File: src/rtl/irq_pkg.sv
package irq_pkg;

    // register window selected by a bus offset
    typedef enum logic [2:0] {
        RG_NONE,
        RG_VEC,
        RG_PROT,
        RG_NMI,
        RG_PEND,
        RG_FIQ,
        RG_EN,
        RG_MASK
    } reg_sel_e;

    localparam logic [3:0] GRP_CTRL = 4'h0;
    localparam logic [3:0] GRP_PEND = 4'h1;
    localparam logic [3:0] GRP_FIQ  = 4'h2;
    localparam logic [3:0] GRP_EN   = 4'h4;
    localparam logic [3:0] GRP_MASK = 4'h5;

    // word slot inside the control group
    localparam logic [1:0] SLOT_VEC  = 2'd0;
    localparam logic [1:0] SLOT_PROT = 2'd2;
    localparam logic [1:0] SLOT_NMI  = 2'd3;

    function automatic reg_sel_e decode_region(input logic [7:0] addr);
        reg_sel_e r;
        r = RG_NONE;
        if (addr[1:0] == 2'b00) begin
            unique case (addr[7:4])
                GRP_CTRL: begin
                    if (addr[3:2] == SLOT_VEC)       r = RG_VEC;
                    else if (addr[3:2] == SLOT_PROT) r = RG_PROT;
                    else if (addr[3:2] == SLOT_NMI)  r = RG_NMI;
                end
                GRP_PEND: r = RG_PEND;
                GRP_FIQ:  r = RG_FIQ;
                GRP_EN:   r = RG_EN;
                GRP_MASK: r = RG_MASK;
                default:  r = RG_NONE;
            endcase
        end
        return r;
    endfunction

endpackage

File: src/rtl/irq_bank.sv
module irq_bank #(
    parameter int W = 32
) (
    input  logic         clk,
    input  logic         rst_n,
    input  logic [W-1:0] src,
    input  logic [W-1:0] wdata,
    input  logic         pend_we,
    input  logic         en_we,
    input  logic         mask_we,
    output logic [W-1:0] pend,
    output logic [W-1:0] en,
    output logic [W-1:0] mask
);

    typedef struct packed {
        logic [W-1:0] pend;
        logic [W-1:0] en;
        logic [W-1:0] mask;
    } bank_t;

    bank_t st_d, st_q;
    logic [W-1:0] clr_vec;

    always_comb begin
        st_d    = st_q;
        clr_vec = pend_we ? wdata : '0;
        // level re-asserts after the clear in the same edge
        st_d.pend = (st_q.pend & ~clr_vec) | src;
        if (en_we) begin
            st_d.en = wdata;
        end
        if (mask_we) begin
            st_d.mask = wdata;
        end
    end

    always_ff @(posedge clk or negedge rst_n) begin
        if (!rst_n) begin
            st_q <= '0;
        end else begin
            st_q <= st_d;
        end
    end

    assign pend = st_q.pend;
    assign en   = st_q.en;
    assign mask = st_q.mask;

endmodule

File: src/rtl/irq_vec_enc.sv
module irq_vec_enc #(
    parameter int N  = 96,
    parameter int IW = 7
) (
    input  logic [N-1:1]  act,
    output logic [IW-1:0] idx,
    output logic          valid
);

    always_comb begin
        idx   = '0;
        valid = 1'b0;
        // scan downward so the lowest active line is the last written
        for (int i = N - 1; i >= 1; i--) begin
            if (act[i]) begin
                idx   = IW'(i);
                valid = 1'b1;
            end
        end
    end

endmodule

File: src/rtl/banked_irq_ctrl.sv
module banked_irq_ctrl
    import irq_pkg::*;
#(
    parameter int NUM_BANKS = 3,
    parameter int BANK_W    = 32,
    parameter int NMI_W     = 2
) (
    input  logic                        clk,
    input  logic                        rst_n,
    input  logic [NUM_BANKS*BANK_W-1:0] src_lvl,
    input  logic                        bus_sel,
    input  logic                        bus_wr,
    input  logic [7:0]                  bus_addr,
    input  logic [BANK_W-1:0]           bus_wdata,
    input  logic                        bus_priv,
    output logic [BANK_W-1:0]           bus_rdata,
    output logic                        cpu_irq
);

    localparam int NSRC  = NUM_BANKS * BANK_W;
    localparam int IDX_W = $clog2(NSRC);

    typedef struct packed {
        logic             prot;
        logic [NMI_W-1:0] nmi;
    } ctl_t;

    ctl_t ctl_d, ctl_q;

    reg_sel_e    region;
    logic [1:0]  bank_sel;
    logic        bank_ok;
    logic        wr_cyc;
    logic        wr_ok;

    logic [NSRC-1:0]  pend_all;
    logic [NSRC-1:0]  en_all;
    logic [NSRC-1:0]  mask_all;
    logic [NSRC-1:1]  act;
    logic [IDX_W-1:0] vec_idx;
    logic             vec_valid;

    // access decode
    always_comb begin
        region   = decode_region(bus_addr);
        bank_sel = bus_addr[3:2];
        bank_ok  = (int'(bank_sel) < NUM_BANKS);
        wr_cyc   = bus_sel && bus_wr;
        wr_ok    = !ctl_q.prot || bus_priv;
    end

    // control state next value
    always_comb begin
        ctl_d = ctl_q;
        if (wr_cyc && region == RG_PROT) begin
            ctl_d.prot = bus_wdata[0];
        end
        if (wr_cyc && wr_ok && region == RG_NMI) begin
            ctl_d.nmi = bus_wdata[NMI_W-1:0];
        end
    end

    always_ff @(posedge clk or negedge rst_n) begin
        if (!rst_n) begin
            ctl_q <= '0;
        end else begin
            ctl_q <= ctl_d;
        end
    end

    // one register bank per group of source lines
    for (genvar b = 0; b < NUM_BANKS; b++) begin : g_bank
        logic hit;
        logic pend_we;
        logic en_we;
        logic mask_we;

        assign hit     = wr_cyc && bank_ok && (bank_sel == 2'(b));
        assign pend_we = hit && (region == RG_PEND);
        assign en_we   = hit && wr_ok && (region == RG_EN);
        assign mask_we = hit && wr_ok && (region == RG_MASK);

        irq_bank #(.W(BANK_W)) u_bank (
            .clk     (clk),
            .rst_n   (rst_n),
            .src     (src_lvl[b*BANK_W +: BANK_W]),
            .wdata   (bus_wdata),
            .pend_we (pend_we),
            .en_we   (en_we),
            .mask_we (mask_we),
            .pend    (pend_all[b*BANK_W +: BANK_W]),
            .en      (en_all[b*BANK_W +: BANK_W]),
            .mask    (mask_all[b*BANK_W +: BANK_W])
        );
    end

    assign act = pend_all[NSRC-1:1] & en_all[NSRC-1:1] & ~mask_all[NSRC-1:1];

    irq_vec_enc #(.N(NSRC), .IW(IDX_W)) u_enc (
        .act   (act),
        .idx   (vec_idx),
        .valid (vec_valid)
    );

    assign cpu_irq = vec_valid;

    // read path
    always_comb begin
        bus_rdata = '0;
        unique case (region)
            RG_VEC:  if (vec_valid) bus_rdata[IDX_W+1:2] = vec_idx;
            RG_PROT: bus_rdata[0] = ctl_q.prot;
            RG_NMI:  bus_rdata[NMI_W-1:0] = ctl_q.nmi;
            RG_PEND: if (bank_ok) bus_rdata = pend_all[int'(bank_sel)*BANK_W +: BANK_W];
            RG_EN:   if (bank_ok) bus_rdata = en_all[int'(bank_sel)*BANK_W +: BANK_W];
            RG_MASK: if (bank_ok) bus_rdata = mask_all[int'(bank_sel)*BANK_W +: BANK_W];
            default: bus_rdata = '0;
        endcase
    end

endmodule

File: config.mk
export PLATFORM = sky130hd
export DESIGN_NAME = banked_irq_ctrl
export DESIGN_NICKNAME = d
export VERILOG_FILES = /design/src/rtl/irq_pkg.sv /design/src/rtl/irq_bank.sv /design/src/rtl/irq_vec_enc.sv /design/src/rtl/banked_irq_ctrl.sv
export SDC_FILE = /design/constraint.sdc
export NUM_CORES = 1
export LEC_CHECK = 0
export BUFFER_PORTS_ARGS = -buffer_cell sky130_fd_sc_hd__buf_2
export CORE_ASPECT_RATIO = 1.4
export CORE_MARGIN = 8
export CORE_UTILIZATION = 54
export DETAILED_ROUTE_END_ITERATION = 8
export GPL_TIMING_DRIVEN = 0
export PLACE_DENSITY = 0.77
export RECOVER_POWER = 100
export SETUP_SLACK_MARGIN = 0.5
export SLEW_MARGIN = 20
export SYNTH_ARGS = -nofsm -noshare
export SYNTH_HDL_FRONTEND = slang
export SYNTH_HIERARCHICAL = 1
export SYNTH_SLANG_ARGS = --single-unit
File: constraint.sdc
create_clock -name clk -period 4 [get_ports clk]
set_clock_uncertainty 0.15 [all_clocks]
set_input_delay 1.2 -clock clk [delete_from_list [all_inputs] [get_ports clk]]
set_output_delay 1.2 -clock clk [all_outputs]
set_load 0.1 [all_outputs]
; ---- Yosys cells after proc, flatten, opt, wreduce, memory -nomap -nowiden
; Cells that the tools add are included.
[word_totals]
regBits = 291
latchBits = 0
ram_bits = 0
romBits = 0
in_bits = 141
out_inout_bits = 33
memories = 0
[op_classes]
addsub = 0
n_mul = 0
n_div = 0
magnitude_cmp = 1
n_eq_ne = 13
shift = 3
muxes = 206
n_bitwise = 12
n_reduce_logical = 25
[op_table]
columns = operator, count
row1 = 2-to-1 mux 7 bit, 96
row2 = indexed part select 96 x 8 -> 32 bit, 3
row3 = 2-to-1 mux 32 bit, 6
row4 = bitwise AND 95 bit, 2
row5 = bitwise AND 32 bit, 3
row6 = NOT 32 bit, 3
row7 = bitwise OR 32 bit, 3
row8 = 2-to-1 mux 1 bit, 95
row9 = NOT 95 bit, 1
row10 = one-hot mux 23 bit (3 select lines), 1
row11 = one-hot mux 7 bit (4 select lines), 1
row12 = logical AND 1 bit, 20
row13 = one-hot mux 3 bit (5 select lines), 1
row14 = "== test 3 bit, second input constant", 3
row15 = "== test 4 x 3 -> 1 bit, second input constant", 2
row16 = "== test 3 x 2 -> 1 bit, second input constant", 2
row17 = 2-to-1 mux 2 bit, 3
row18 = one-hot mux 1 bit (5 select lines), 1
row19 = "== test 2 bit, second input constant", 2
row20 = "== test 4 x 1 -> 1 bit, second input constant", 1
row21 = "== test 4 x 2 -> 1 bit, second input constant", 1
row22 = logical NOT 2 bit, 2
row23 = logical NOT 4 bit, 1
row24 = one-hot mux 1 bit (4 select lines), 1
row25 = other kinds (6), 6

; ---- Depth between registers and ports, before layout
; Gate-level depths: netlist of the first run.
[depth]
ltp_word = 99
ltp_mapped = 11

; ---- Modules after synthesis
; Netlist of the first run, hierarchy kept.
[modules_own_cells]
columns = mod, n_inst, cells_per_inst, area_per_inst_um2
row1 = irq_bank, 3, 235, 3866.2
row2 = banked_irq_ctrl, 1, 669, 3813.7
row3 = irq_vec_enc, 1, 227, 1236.2

; ---- Least setup slack after synthesis of the first run
; OpenSTA, ideal clock, no wires.
[synth_path]
path_type = flip-flop to output port
startpoint = register g_bank[1].u_bank.st_q, in the netlist g_bank[1].u_bank/pend[31]
endpoint = output port bus_rdata[3]
arrival_ps = 4189
path_slack_ps = -1539
path_stages_with_launch = 11
cell_sequence = dfrtp_1 > nand2_1 > nor2_1 > or4_4 > or4_4 > nor2_1 > nand3_1 > and4bb_1 > buf_4 > nand2_1 > o21ai_0
[synth_between]
elab_chain_cells = 67
elab_cells_between_ends = 130
[synth_lines]
columns = element, line_no
row1 = start: declaration, irq_bank.sv:22  ; bank_t st_d, st_q;
row2 = start signal: assignment, irq_bank.sv:42  ; st_q <= st_d;
row3 = bitwise AND 95 bit (2 in series), banked_irq_ctrl.sv:97  ; assign act = pend_all[NSRC-1:1] & en_all[NSRC-1:1] & ~mask_all[NSRC-1:1];
row4 = "net act, one bit", banked_irq_ctrl.sv:39  ; logic [NSRC-1:1] act;
row5 = 2-to-1 mux 1 bit (63 in series), irq_vec_enc.sv:15  ; if (act[i]) begin
row6 = net cpu_irq, banked_irq_ctrl.sv:17  ; output logic cpu_irq
row7 = 2-to-1 mux 7 bit, banked_irq_ctrl.sv:111  ; RG_VEC: if (vec_valid) bus_rdata[IDX_W+1:2] = vec_idx;
row8 = one-hot mux 7 bit (4 select lines), banked_irq_ctrl.sv:110  ; unique case (region)
row9 = end: declaration, banked_irq_ctrl.sv:16  ; output logic [BANK_W-1:0] bus_rdata,
; The timed path passes the listed nets, and every way through them passes these cells.

; ---- Worst setup path in the final report of the first run
[layout_path]
startpoint = register g_bank[0].u_bank.st_q, in the netlist g_bank[0].u_bank/pend[30]
endpoint = output port bus_rdata[4]
[layout_between]
elab_chain_cells = 34
elab_cells_between_ends = 64
[layout_lines]
columns = element, line_no
row1 = start: declaration, irq_bank.sv:22
row2 = start signal: assignment, irq_bank.sv:42
row3 = bitwise AND 95 bit (*) (2 in series), banked_irq_ctrl.sv:97
row4 = "net act, one bit", banked_irq_ctrl.sv:39
row5 = 2-to-1 mux 7 bit / 2-to-1 mux 1 bit (equally long branches) (30 in series), irq_vec_enc.sv:15
row6 = 2-to-1 mux 7 bit (*), banked_irq_ctrl.sv:111
row7 = one-hot mux 7 bit (4 select lines) (*), banked_irq_ctrl.sv:110
; The timed path passes the listed nets; every way through them passes the cells marked *.

==> reports/results.txt, run 1 <==
Internal Power: 5.19 mW
CTS tree: done
Final nets: 2025
Achievable Freq: 0.212 GHz
Root buf cell: clkbuf_16
Slew headroom: -87.0%
Cells after Synth: 1601
Clk pwr share: 42.4%
Cell Pwr Density: 324 mW/mm2
FFs w/ async S/R, synth: 100%
Outcome: finished, violations left
Post-Syn Area: 0.0166 mm2
First-pass GRT wire length: 88.8 mm
Slew Limit Fails: 53
Clock slew at reported path FFs: 0.07 ns
#FFs+latches synth: 291
Max cap viols: 1
Sw Ratio: 26.1%
Critical path class: flop to output port
Inst Count DP: 2168
Combinational share of power: 14.5%
Die area: 0.0368 mm2
Die Y: 224 um
Syn_nets: 1746
Flop pwr share: 43.1%
Post-place setup slack: -0.859 ns
Starting Density: 54.5%
CP required: 2.65 ns
Initial antenna violation count: 0
Iter 0 DRT Violations: 1385
Netlist cell types: 63
Yosys Warn Count: 6
Core Footprint: 0.0305 mm2
P&R area growth vs syn: 30.1%
Main synth FF type: dfrtp_1
Total number of vias: 14.5k
Worst vdd ir: 371 uV
Yosys top cell by area: dfrtp_1
Total GRT Usage: 31.5%
Top area cells in the synthesized netlist: dfrtp_1 (44%), mux2_4 (16%), nand2_1 (7.6%), mux2i_1 (5.6%), a21o_1 (4.3%)
Pin count of the biggest net entering global routing: 97
Number of global-route vias before repair: 15.2k
NetSw: 1.83 mW
Shortest period the worst path allows: 4.71 ns
Die width: 164 um
RD Place Congestion: 0.966
Wire per inst: 26.5 um
WP data arrival: 3.36 ns
Final worst slack: -0.708 ns
Htree depth: 1
Mean Syn Cell Area: 10.4 um2
Final setup fails: 33
Port Buf Inserts: 173
Number of synthesized flops with an enable pin: 0
GR Overflow Total: 0
CTS Buf Count: 29
Hold Path Class: flop to flop
Fraction of layout cells with a size suffix above 1: 37.1%
Failing checks: max-capacitance violations, max-slew violations, negative setup slack
Vias/cell: 6.31
Commonest cells after routing, fill and taps aside: nand2_1 (322), dfrtp_1 (289), mux2_4 (180)
Ant. Diodes: 0
Most common cell after layout, fill and taps aside: nand2_1
Crit share post-route: 118%
Worst Path Max Fanout: 7
Post-route ant nets: 0
RSZ-0062 raised after global routing: true
Leak Pwr: 9.52 nW
CP Launch Type: flop
Total power: 7.03 mW
Num Clock Sinks: 291
Critical Path Sink Type: output port
I/O pin total: 174
Residual DRC count: 0
Final Hold Viols: 0
Detailed Place HPWL: 40.5 mm
Clock Tree Buf Depth: 3
Clock insertion delay at the later pin of the skew report: 0.58 ns
Yosys top cell area share: 43.7%
Post-synthesis sequential area ratio: 43.7%
Final std cells w/o fill: 2292
Rows: 76
Routed WL: 60.7 mm
Worst slew pin tran: 2.81 ns
Hold slack: 0.358 ns
Router iterations before antenna repair: 5
-- state kept, by name, summed over array words and instances (netlist names) --
register / count
g_bank.u_bank/mask: 96
g_bank.u_bank/en: 96
g_bank.u_bank/pend: 96
ctl_q: 3
-- through the flow --
step	area, um2	setup TNS, ns	utilization (%)
after floorplan	17200	-1.92	-
after global placement	18500	-1131.51	60.6
after detailed placement	18600	-18.55	60.9
after CTS	21100	-7.75	69.3
after global routing	21700	-42.44	71.0
final	21700	-9.91	71.0
-- cell usage after synthesis, drive strengths merged, types with 20 or more instances --
master	instances
buf	70
a21oi	44
a22oi	33
inv	20
nand2	335
nor3	20
nor2	147
dfrtp	291
mux2i	93
a21o	96
o21ai	119
mux2	198
-- repair_timing --
item	4_1_cts	5_1_grt
hold buffers	0	0
setup endpoints to repair	33	33
resized for setup	290	88
buffers inserted	39	26
gates cloned	3	3
pin swaps	38	40
-- cells by family (layout without fill, tap and decap cells) --
family          Yosys count  count (layout)  synth area share [%]
compound gates          340             340                  13.1
flops                   291             291                  43.7
fa+ha+maj                 4               4                 0.301
mux                     291             291                  23.0
simple gates            575             575                  14.5
buf+inv                 100             401                  5.29
-- layout make-up --
cell class              instances  area [um2]
clock inverters                13         194
flip-flops and latches        291        7280
well taps                     390         488
plain buffers                  80        1170
multi-input cells            1210        9380
repair buffers                248        2230
fillers                      2061        8860
clock buffers                  40         837
inverters                      20        77.6
-- per-layer routing --
layer  vias to the layer above  global-route usage, %  routed length (um)  share of wire (%)
li1                       6178                      -                   -                  -
met1                      7207                   36.8               22100                 36
met2                       793                   53.1               29800                 49
met3                       275                   5.00                4320                7.1
met4                         0                   19.9                4410                7.3
met5                         -                      0                   0                  0
-- final timing paths --
kind / from / slack [ns] / endpoint / cells past startpoint
min reg2reg: ctl_q[1]$_DFFE_PN0P_ / 0.36 / ctl_q[1]$_DFFE_PN0P_ / 1
min: ctl_q[1]$_DFFE_PN0P_ / 0.36 / ctl_q[1]$_DFFE_PN0P_ / 1
max in group asynchronous: rst_n / 0.23 / g_bank[2].u_bank/pend[30]$_DFF_PN0_ / 2
min in group asynchronous: rst_n / 1.38 / g_bank[2].u_bank/en[6]$_DFFE_PN0P_ / 1
max: g_bank[0].u_bank/pend[30]$_DFF_PN0_ / -0.71 / bus_rdata[4] / 11
max reg2reg: ctl_q[2]$_DFFE_PN0P_ / 1.82 / g_bank[0].u_bank/en[19]$_DFFE_PN0P_ / 6
-- worst max-delay path, cell delays in order, from the launching register on --
cell and delay [ns]:
dfrtp_1 0.45, nand2_1 0.11, nor2_1 0.09, nor4_2 0.62, nand3_4 0.18, nor3_4 0.27
nand3_4 0.13, and4bb_1 0.23, buf_6 0.15, a22oi_2 0.23, o21ai_4 0.11, buf_12 0.19
-- power by group through the flow --
| stage | logic [mW] | clock network [mW] | registers [mW] |
|---|---|---|---|
| after floorplan | 0.461 | 0 | 3.07 |
| after global placement | 0.788 | 0 | 3.07 |
| after detailed placement | 0.807 | 0 | 3.08 |
| after CTS | 0.936 | 3.00 | 3.02 |
| after global routing | 1.07 | 3.12 | 3.03 |
| final | 1.02 | 2.98 | 3.03 |
Note: power is estimated with default switching activity, not from simulation.
==> inputs of run 2 (changes only) <==
--- a/config.mk
+++ b/config.mk
@@ -5,9 +5,9 @@
 export SDC_FILE = /design/constraint.sdc
 export NUM_CORES = 1
 export LEC_CHECK = 0
+export ABC_AREA = 1
 export BUFFER_PORTS_ARGS = -buffer_cell sky130_fd_sc_hd__buf_2
 export CORE_ASPECT_RATIO = 1.4
-export CORE_MARGIN = 8
 export CORE_UTILIZATION = 54
 export DETAILED_ROUTE_END_ITERATION = 8
 export GPL_TIMING_DRIVEN = 0
==> constraint.sdc (replaced) <==
create_clock -name clk -period 4.1 [get_ports clk]
set_clock_uncertainty 0.15 [all_clocks]
set_input_delay 1.23 -clock clk [delete_from_list [all_inputs] [get_ports clk]]
set_output_delay 1.23 -clock clk [all_outputs]
set_load 0.1 [all_outputs]
==> run 2 against run 1 <==
The flow still finishes with violations (max-capacitance violations, max-slew violations, negative setup slack); worst setup slack got worse by 4.0 ns; critical path depth rose by 93; design area rose by 1.1%; combinational power fell by 36%; hold slack got worse by 0.037 ns; count of clock-buffer cells in the layout rose by 2; via count rose by 28%; global-route usage rose by 11 points; highest routed layer unchanged.
==> reports/results.txt, run 2 <==
Routed WL: 69.6 mm (+15%)
Mean Syn Cell Area: 6.84 um2 (-34%)
Yosys Warn Count: 6 (unchanged)
Most common cell after layout, fill and taps aside: nand2_1
Final nets: 2972 (+47%)
Die Y: 215 um (-3.7%)
Hold Path Class: flop to flop
First-pass GRT wire length: 105 mm (+18%)
Post-Syn Area: 0.0176 mm2 (+5.6%)
Yosys top cell area share: 41.4% (-2.3 points)
GR Overflow Total: 0 (unchanged)
Detailed Place HPWL: 47.6 mm (+18%)
Hold depth: 2 (+1)
RD Place Congestion: 0.995 (+3.0%)
Commonest cells post-synth: nand2_1 (765), inv_1 (500), dfrtp_1 (291)
Clock insertion delay at the later pin of the skew report: 0.58 ns (about the same)
Final Hold Viols: 0 (unchanged)
Fraction of layout cells with a size suffix above 1: 18.7% (-18 points)
I/O pin total: 174 (unchanged)
Total number of vias: 18.4k (+28%)
Main synth FF type: dfrtp_1
Clock Tree Buf Depth: 3 (unchanged)
WP data arrival: 7.39 ns (+4.03 ns)
Starting Density: 55.3% (+0.75 points)
Netlist cell types: 38 (-40%)
Top area cells in the synthesized netlist: dfrtp_1 (41%), nand2_1 (16%), inv_1 (11%), o21ai_0 (5.6%), o21ai_1 (5.5%)
Most common cell on crit path: nand2_1
Hold Path End: g_bank[0].u_bank/pend[1]$_DFF_PN0_
Die area: 0.0333 mm2 (-9.5%)
Num Clock Sinks: 291 (unchanged)
R2r worst-path depth: 9 (+3)
Origin of the critical flop-to-flop path: ctl_q[2]$_DFFE_PN0P_
Shortest period the worst path allows: 8.77 ns
Sum of negative setup slack: -92.27 ns (-82.36 ns)
Number of synthesized flops with an enable pin: 0 (unchanged)
Final worst slack: -4.67 ns (-3.96 ns)
CP max stage cell: dfrtp_1
Multi-input logic area: 0.00807 mm2 (-14%)
Total GRT Usage: 42.3% (+11 points)
Syn_nets: 2714 (+55%)
Reg2Reg Setup Slack: 1.84 ns (+0.02 ns)
Top-count cell post-synth: nand2_1
Peak per-stage delay on the critical path: 0.37 ns (-0.25 ns)
FFs w/ async S/R, synth: 100% (unchanged)
CTS tree: done
Worst vdd ir: 321 uV (-13%)
Failing checks: max-capacitance violations, max-slew violations, negative setup slack
CP required: 2.72 ns (+0.07 ns)
Clock slew at reported path FFs: 0.06 ns (about the same)
Commonest cells after routing, fill and taps aside: nand2_1 (724), inv_1 (490), dfrtp_1 (290)
P&R area growth vs syn: 24.6%
Inst Count DP: 3140 (+45%)
Rows: 77 (+1.3%)
Post-route ant nets: 0 (unchanged)
Port Buf Inserts: 173 (unchanged)
CP Launch Type: flop
Fill cell count: 2767 (+34%)
Residual DRC count: 0 (unchanged)
Crit share post-route: 214%
Hold slack: 0.321 ns (-0.0369 ns)
Worst slew pin tran: 1.88 ns (-0.920 ns)
Wire per inst: 21.4 um (-19%)
Initial antenna violation count: 1 (+1)
Core Footprint: 0.0318 mm2 (+4.2%)
Htree depth: 1 (unchanged)
Slew headroom: -25.6% (+61 points)
RSZ-0062 raised after global routing: true
Final Core Density: 68.9% (-2.1 points)
Iter 0 DRT Violations: 1853 (+34%)
Seq. cell area: 0.00728 mm2 (about the same)
Worst Path Max Fanout: 2 (-5)
Slew Limit Fails: 36 (-32%)
#FFs+latches synth: 291 (unchanged)
Cell Pwr Density: 295 mW/mm2 (-9.1%)
Achievable Freq: 0.114 GHz
Router iterations before antenna repair: 6 (+1)
Max cap viols: 1 (unchanged)
Yosys top cell by area: dfrtp_1
Die width: 154 um (-6.0%)
Cells after Synth: 2569 (+60%)
Total power: 6.46 mW (-8.1%)
Final std cells w/o fill: 3247 (+42%)
R2R Path End: g_bank[0].u_bank/en[23]$_DFFE_PN0P_
Critical Path Sink Type: output port
Root buf cell: clkbuf_16
Hold Crit Start: g_bank[0].u_bank/pend[1]$_DFF_PN0_
Leak Pwr: 12.4 nW (+30%)
Post-synthesis sequential area ratio: 41.4% (-2.3 points)
CTS Buf Count: 31 (+6.9%)
Critical path class: flop to output port
Vias/cell: 5.68 (-9.9%)
Final setup fails: 214 (+550%)
Pin count of the biggest net entering global routing: 92 (-5.2%)
Number of global-route vias before repair: 18.4k (+21%)
Outcome: finished, violations left
Hold Buf Count CTS: 0 (unchanged)
run 2: timing repair:
action                                  4_1_cts  5_1_grt
setup buffers                                38        7
gates resized for setup                     207       43
endpoints found under the hold margin         0        0
gates cloned                                  4        0
pin swaps                                    24       24
endpoints found under the setup margin      319       92
run 2: cell families (layout without fill, tap and decap cells):
group	after synthesis	after routing	share of synthesized area (%)
adder cells (fa/ha/maj)	4	4	0.285
AND/OR/NAND/NOR	1146	1146	26.9
AO/OA/AOI/OAI	473	473	13.8
flip-flops	291	291	41.4
other	0	1	0
buffers and inverters	655	937	17.6
run 2: where the power goes:
group          switching (mW)  internal (mW)  total, mW
combinational           0.466          0.183      0.648
sequential            0.00514           2.88       2.88
clock                    1.25           1.67       2.92
total                    1.73           4.73       6.46
run 2: cell type report:
| type | count | area share (%) |
|---|---|---|
| Timing Repair Buffer | 225 | 8.48 |
| Inverter | 540 | 10.4 |
| Clock buffer | 42 | 4.14 |
| Sequential cell | 291 | 33.2 |
| Tap cell | 395 | 2.26 |
| Multi-Input combinational cell | 1623 | 36.8 |
| Antenna cell | 1 | 0.0114 |
| Clock inverter | 15 | 0.651 |
| Buffer | 115 | 3.94 |
run 2: worst max path at each step:
stage | from | cells after the start | endpoint
floorplan | g_bank[2].u_bank/pend[29]$_DFF_PN0_ | 102 | bus_rdata[2]
global placement | g_bank[2].u_bank/mask[25]$_DFFE_PN0P_ | 98 | bus_rdata[2]
detailed placement | g_bank[2].u_bank/mask[25]$_DFFE_PN0P_ | 98 | bus_rdata[2]
CTS | g_bank[2].u_bank/en[30]$_DFFE_PN0P_ | 104 | bus_rdata[2]
global route | g_bank[2].u_bank/pend[30]$_DFF_PN0_ | 104 | bus_rdata[2]
finish | g_bank[2].u_bank/pend[30]$_DFF_PN0_ | 104 | bus_rdata[2]
run 2: layer usage:
layer	up-vias	wire length [um]	track usage (%)
met5	-	0	0
met4	0	6120	32.4
met3	377	6350	7.55
met2	1164	32500	70.0
met1	8506	24600	48.5
li1	8398	-	-
run 2: stage by stage:
step / worst slack (ns) / cell area [um2]
2_1_floorplan: -2.32 / 18200
3_3_place_gp: -4.32 / 19600
3_5_place_dp: -4.29 / 19700
4_1_cts: -4.49 / 22000
5_1_grt: -5.42 / 21900
6_report: -4.67 / 21900
run 2: worst max-delay path, delay by kind of cell, from the launching register on:
kind	cells	cell delay (ns)
AND/OR/NAND/NOR	98	5.85
flip-flops	1	0.37
buffers and inverters	5	0.44
AO/OA/AOI/OAI	1	0.08
==> inputs of run 3 (changes only) <==
--- a/config.mk
+++ b/config.mk
@@ -8,10 +8,11 @@
 export ABC_AREA = 1
 export BUFFER_PORTS_ARGS = -buffer_cell sky130_fd_sc_hd__buf_2
 export CORE_ASPECT_RATIO = 1.4
-export CORE_UTILIZATION = 54
+export CORE_UTILIZATION = 55
+export CTS_BUF_LIST = sky130_fd_sc_hd__clkbuf_4
 export DETAILED_ROUTE_END_ITERATION = 8
-export GPL_TIMING_DRIVEN = 0
-export PLACE_DENSITY = 0.77
+export GPL_TIMING_DRIVEN = 1
+export PLACE_DENSITY = 0.78
 export RECOVER_POWER = 100
 export SETUP_SLACK_MARGIN = 0.5
 export SLEW_MARGIN = 20
==> run 3 against run 2 <==
The run still ends with max-capacitance violations, max-slew violations, negative setup slack left; flip-flop and latch count unchanged; fmax rose by 6.9%; global-route usage shrank 3.9 points; register-to-register slack lost 0.33 ns; count of clock-buffer cells in the layout grew 63; design area increased by 6.6%; routed wire length fell by 9.8%; hold slack gained 0.0043 ns; largest cell class unchanged; largest power group is now registers.
==> reports/results.txt, run 3 (synthesized netlist as in run 2, its figures left out) <==
Inst Count DP: 3341 (+6.4%)
Final nets: 3211 (+8.0%)
Detailed Place HPWL: 40.5 mm (-15%)
Initial antenna violation count: 1 (unchanged)
Post-route ant nets: 0 (unchanged)
Hold Path Class: flop to flop
Most common cell after layout, fill and taps aside: nand2_1
Number of global-route vias before repair: 19.3k (+4.9%)
Crit path buf inv count: 5 (unchanged)
CTS Buf Count: 76 (+150%)
Clock insertion delay at the later pin of the skew report: 0.75 ns (+0.17 ns)
Iter 0 DRT Violations: 1868 (+0.81%)
Num Clock Sinks: 291 (unchanged)
WP data arrival: 6.82 ns (-0.57 ns)
R2R Path End: g_bank[0].u_bank/en[21]$_DFFE_PN0P_
Shortest period the worst path allows: 8.20 ns (-0.566 ns)
P&R area growth vs syn: 32.8%
Starting Density: 55.8% (+0.51 points)
Failing checks: max-capacitance violations, max-slew violations, negative setup slack
Worst vdd ir: 271 uV (-16%)
Htree depth: 3 (+2)
Pin count of the biggest net entering global routing: 80 (-13%)
CTS tree: done
Crit share post-route: 200% (-14 points)
Critical path class: flop to output port
Hold Crit Start: g_bank[0].u_bank/pend[7]$_DFF_PN0_
Peak per-stage delay on the critical path: 0.36 ns (about the same)
CP max stage cell: dfrtp_1
Hold depth: 2 (unchanged)
Total GRT Usage: 38.4% (-3.9 points)
Fraction of layout cells with a size suffix above 1: 25.1% (+6.4 points)
Worst Path Max Fanout: 2 (unchanged)
Most common cell on crit path: nand2_1
Wire per inst: 17.9 um (-17%)
R2r worst-path depth: 8 (-1)
Die width: 153 um (-0.90%)
Origin of the critical flop-to-flop path: ctl_q[2]$_DFFE_PN0P_
RD Place Congestion: 0.932 (-6.3%)
Final Hold Viols: 0 (unchanged)
Worst slew pin tran: 2.18 ns (+0.294 ns)
Final Instance Area: 0.0233 mm2 (+6.6%)
Slew headroom: -45.2% (-20 points)
Fill cell count: 2320 (-16%)
Residual DRC count: 0 (unchanged)
Port Buf Inserts: 173 (unchanged)
Seq. cell area: 0.00728 mm2 (about the same)
I/O pin total: 174 (unchanged)
Total number of vias: 19.3k (+4.8%)
Outcome: finished, violations left
Cell Pwr Density: 256 mW/mm2 (-13%)
Router iterations before antenna repair: 6 (unchanged)
Final Core Density: 74.1% (+5.2 points)
Core Footprint: 0.0315 mm2 (-0.91%)
Reg2Reg Setup Slack: 1.51 ns (-0.33 ns)
Vias/cell: 5.50 (-3.1%)
First-pass GRT wire length: 96.7 mm (-8.1%)
Multi-input logic area: 0.00796 mm2 (-1.4%)
Cell family with most CP delay: simple AND/OR/NAND/NOR gates
Die Y: 214 um (-0.91%)
RSZ-0062 raised after global routing: true
Hold Path End: g_bank[0].u_bank/pend[7]$_DFF_PN0_
Routed WL: 62.8 mm (-9.8%)
Die area: 0.0327 mm2 (-1.8%)
Clock Tree Buf Depth: 3 (unchanged)
GR Overflow Total: 0 (unchanged)
Final worst slack: -4.10 ns (+0.566 ns)
Rows: 77 (unchanged)
Leak Pwr: 13.4 nW (+8.0%)
Post-detailed-placement cell area: 0.0220 mm2 (+11%)
CP Launch Type: flop
Final setup fails: 99 (-54%)
Critical Path Sink Type: output port
Slew Limit Fails: 80 (+120%)
Clock slew at reported path FFs: 0.06 ns (about the same)
Final std cells w/o fill: 3511 (+8.1%)
Max cap viols: 1 (unchanged)
Root buf cell: clkbuf_4
Achievable Freq: 0.122 GHz (+6.9%)
Commonest cells after routing, fill and taps aside: nand2_1 (750), inv_1 (489), dfrtp_1 (291)
Hold Buf Count CTS: 0 (unchanged)
CP required: 2.72 ns (about the same)
-- run 3: worst max path at each step --
stage / start / end / slack [ns] / cells past startpoint
6_report: g_bank[2].u_bank/pend[29]$_DFF_PN0_ / bus_rdata[2] / -4.10 / 103
5_1_grt: g_bank[2].u_bank/pend[29]$_DFF_PN0_ / bus_rdata[2] / -4.97 / 103
4_1_cts: g_bank[2].u_bank/pend[29]$_DFF_PN0_ / bus_rdata[2] / -4.06 / 103
3_5_place_dp: g_bank[2].u_bank/pend[29]$_DFF_PN0_ / bus_rdata[2] / -3.23 / 103
3_3_place_gp: g_bank[2].u_bank/pend[29]$_DFF_PN0_ / bus_rdata[2] / -3.26 / 103
2_1_floorplan: g_bank[2].u_bank/pend[29]$_DFF_PN0_ / bus_rdata[2] / -2.32 / 102
-- run 3: metal layers --
layer  global-route usage (%)  wire [um]  up-vias
li1                         -          -     8915
met1                     41.9      21600     8848
met2                     64.4      29600     1184
met3                     8.71       6190      380
met4                     32.0       5380        0
met5                        0          0        -
-- run 3: stage by stage --
step / setup slack (ns) / hold WS [ns] / power (mW) / setup TNS (ns)
floorplan: -2.32 / 0.291 / 3.21 / -11.24
global placement: -3.26 / 0.305 / 3.55 / -13.35
detailed placement: -3.23 / 0.308 / 3.56 / -13.83
CTS: -4.06 / 0.310 / 5.99 / -19.26
global route: -4.97 / 0.344 / 6.19 / -65.16
finish: -4.10 / 0.325 / 5.98 / -55.39
-- run 3: power breakdown --
group | switching [mW] | internal (mW) | leakage [nW]
clock network | 1.25 | 1.18 | 0.525
registers | 0.00451 | 2.88 | 2.56
logic | 0.453 | 0.223 | 10.3
total | 1.70 | 4.28 | 13.4
-- run 3: worst register-to-register path: cells and delay by family (launching register included) --
family,cells,cell delay (ns)
compound gates,1,0.13
flops,1,0.35
buf+inv,3,0.83
simple gates,4,1.01
-- run 3: layout make-up --
cell class	count	area share (%)
clock inverter	22	0.364
sequential	291	31.2
inverter	540	9.83
clock buffer	105	3.38
multi-input combinational	1623	34.1
antenna	1	0.0107
timing repair buffer	534	19.0
tap	395	2.12
-- run 3: timing repair --
action                     in CTS  in global routing
resized for setup              57                 26
setup endpoints to repair      33                 33
setup buffers                  25                  8
cloned                          7                  2
pin swaps                      42                 11
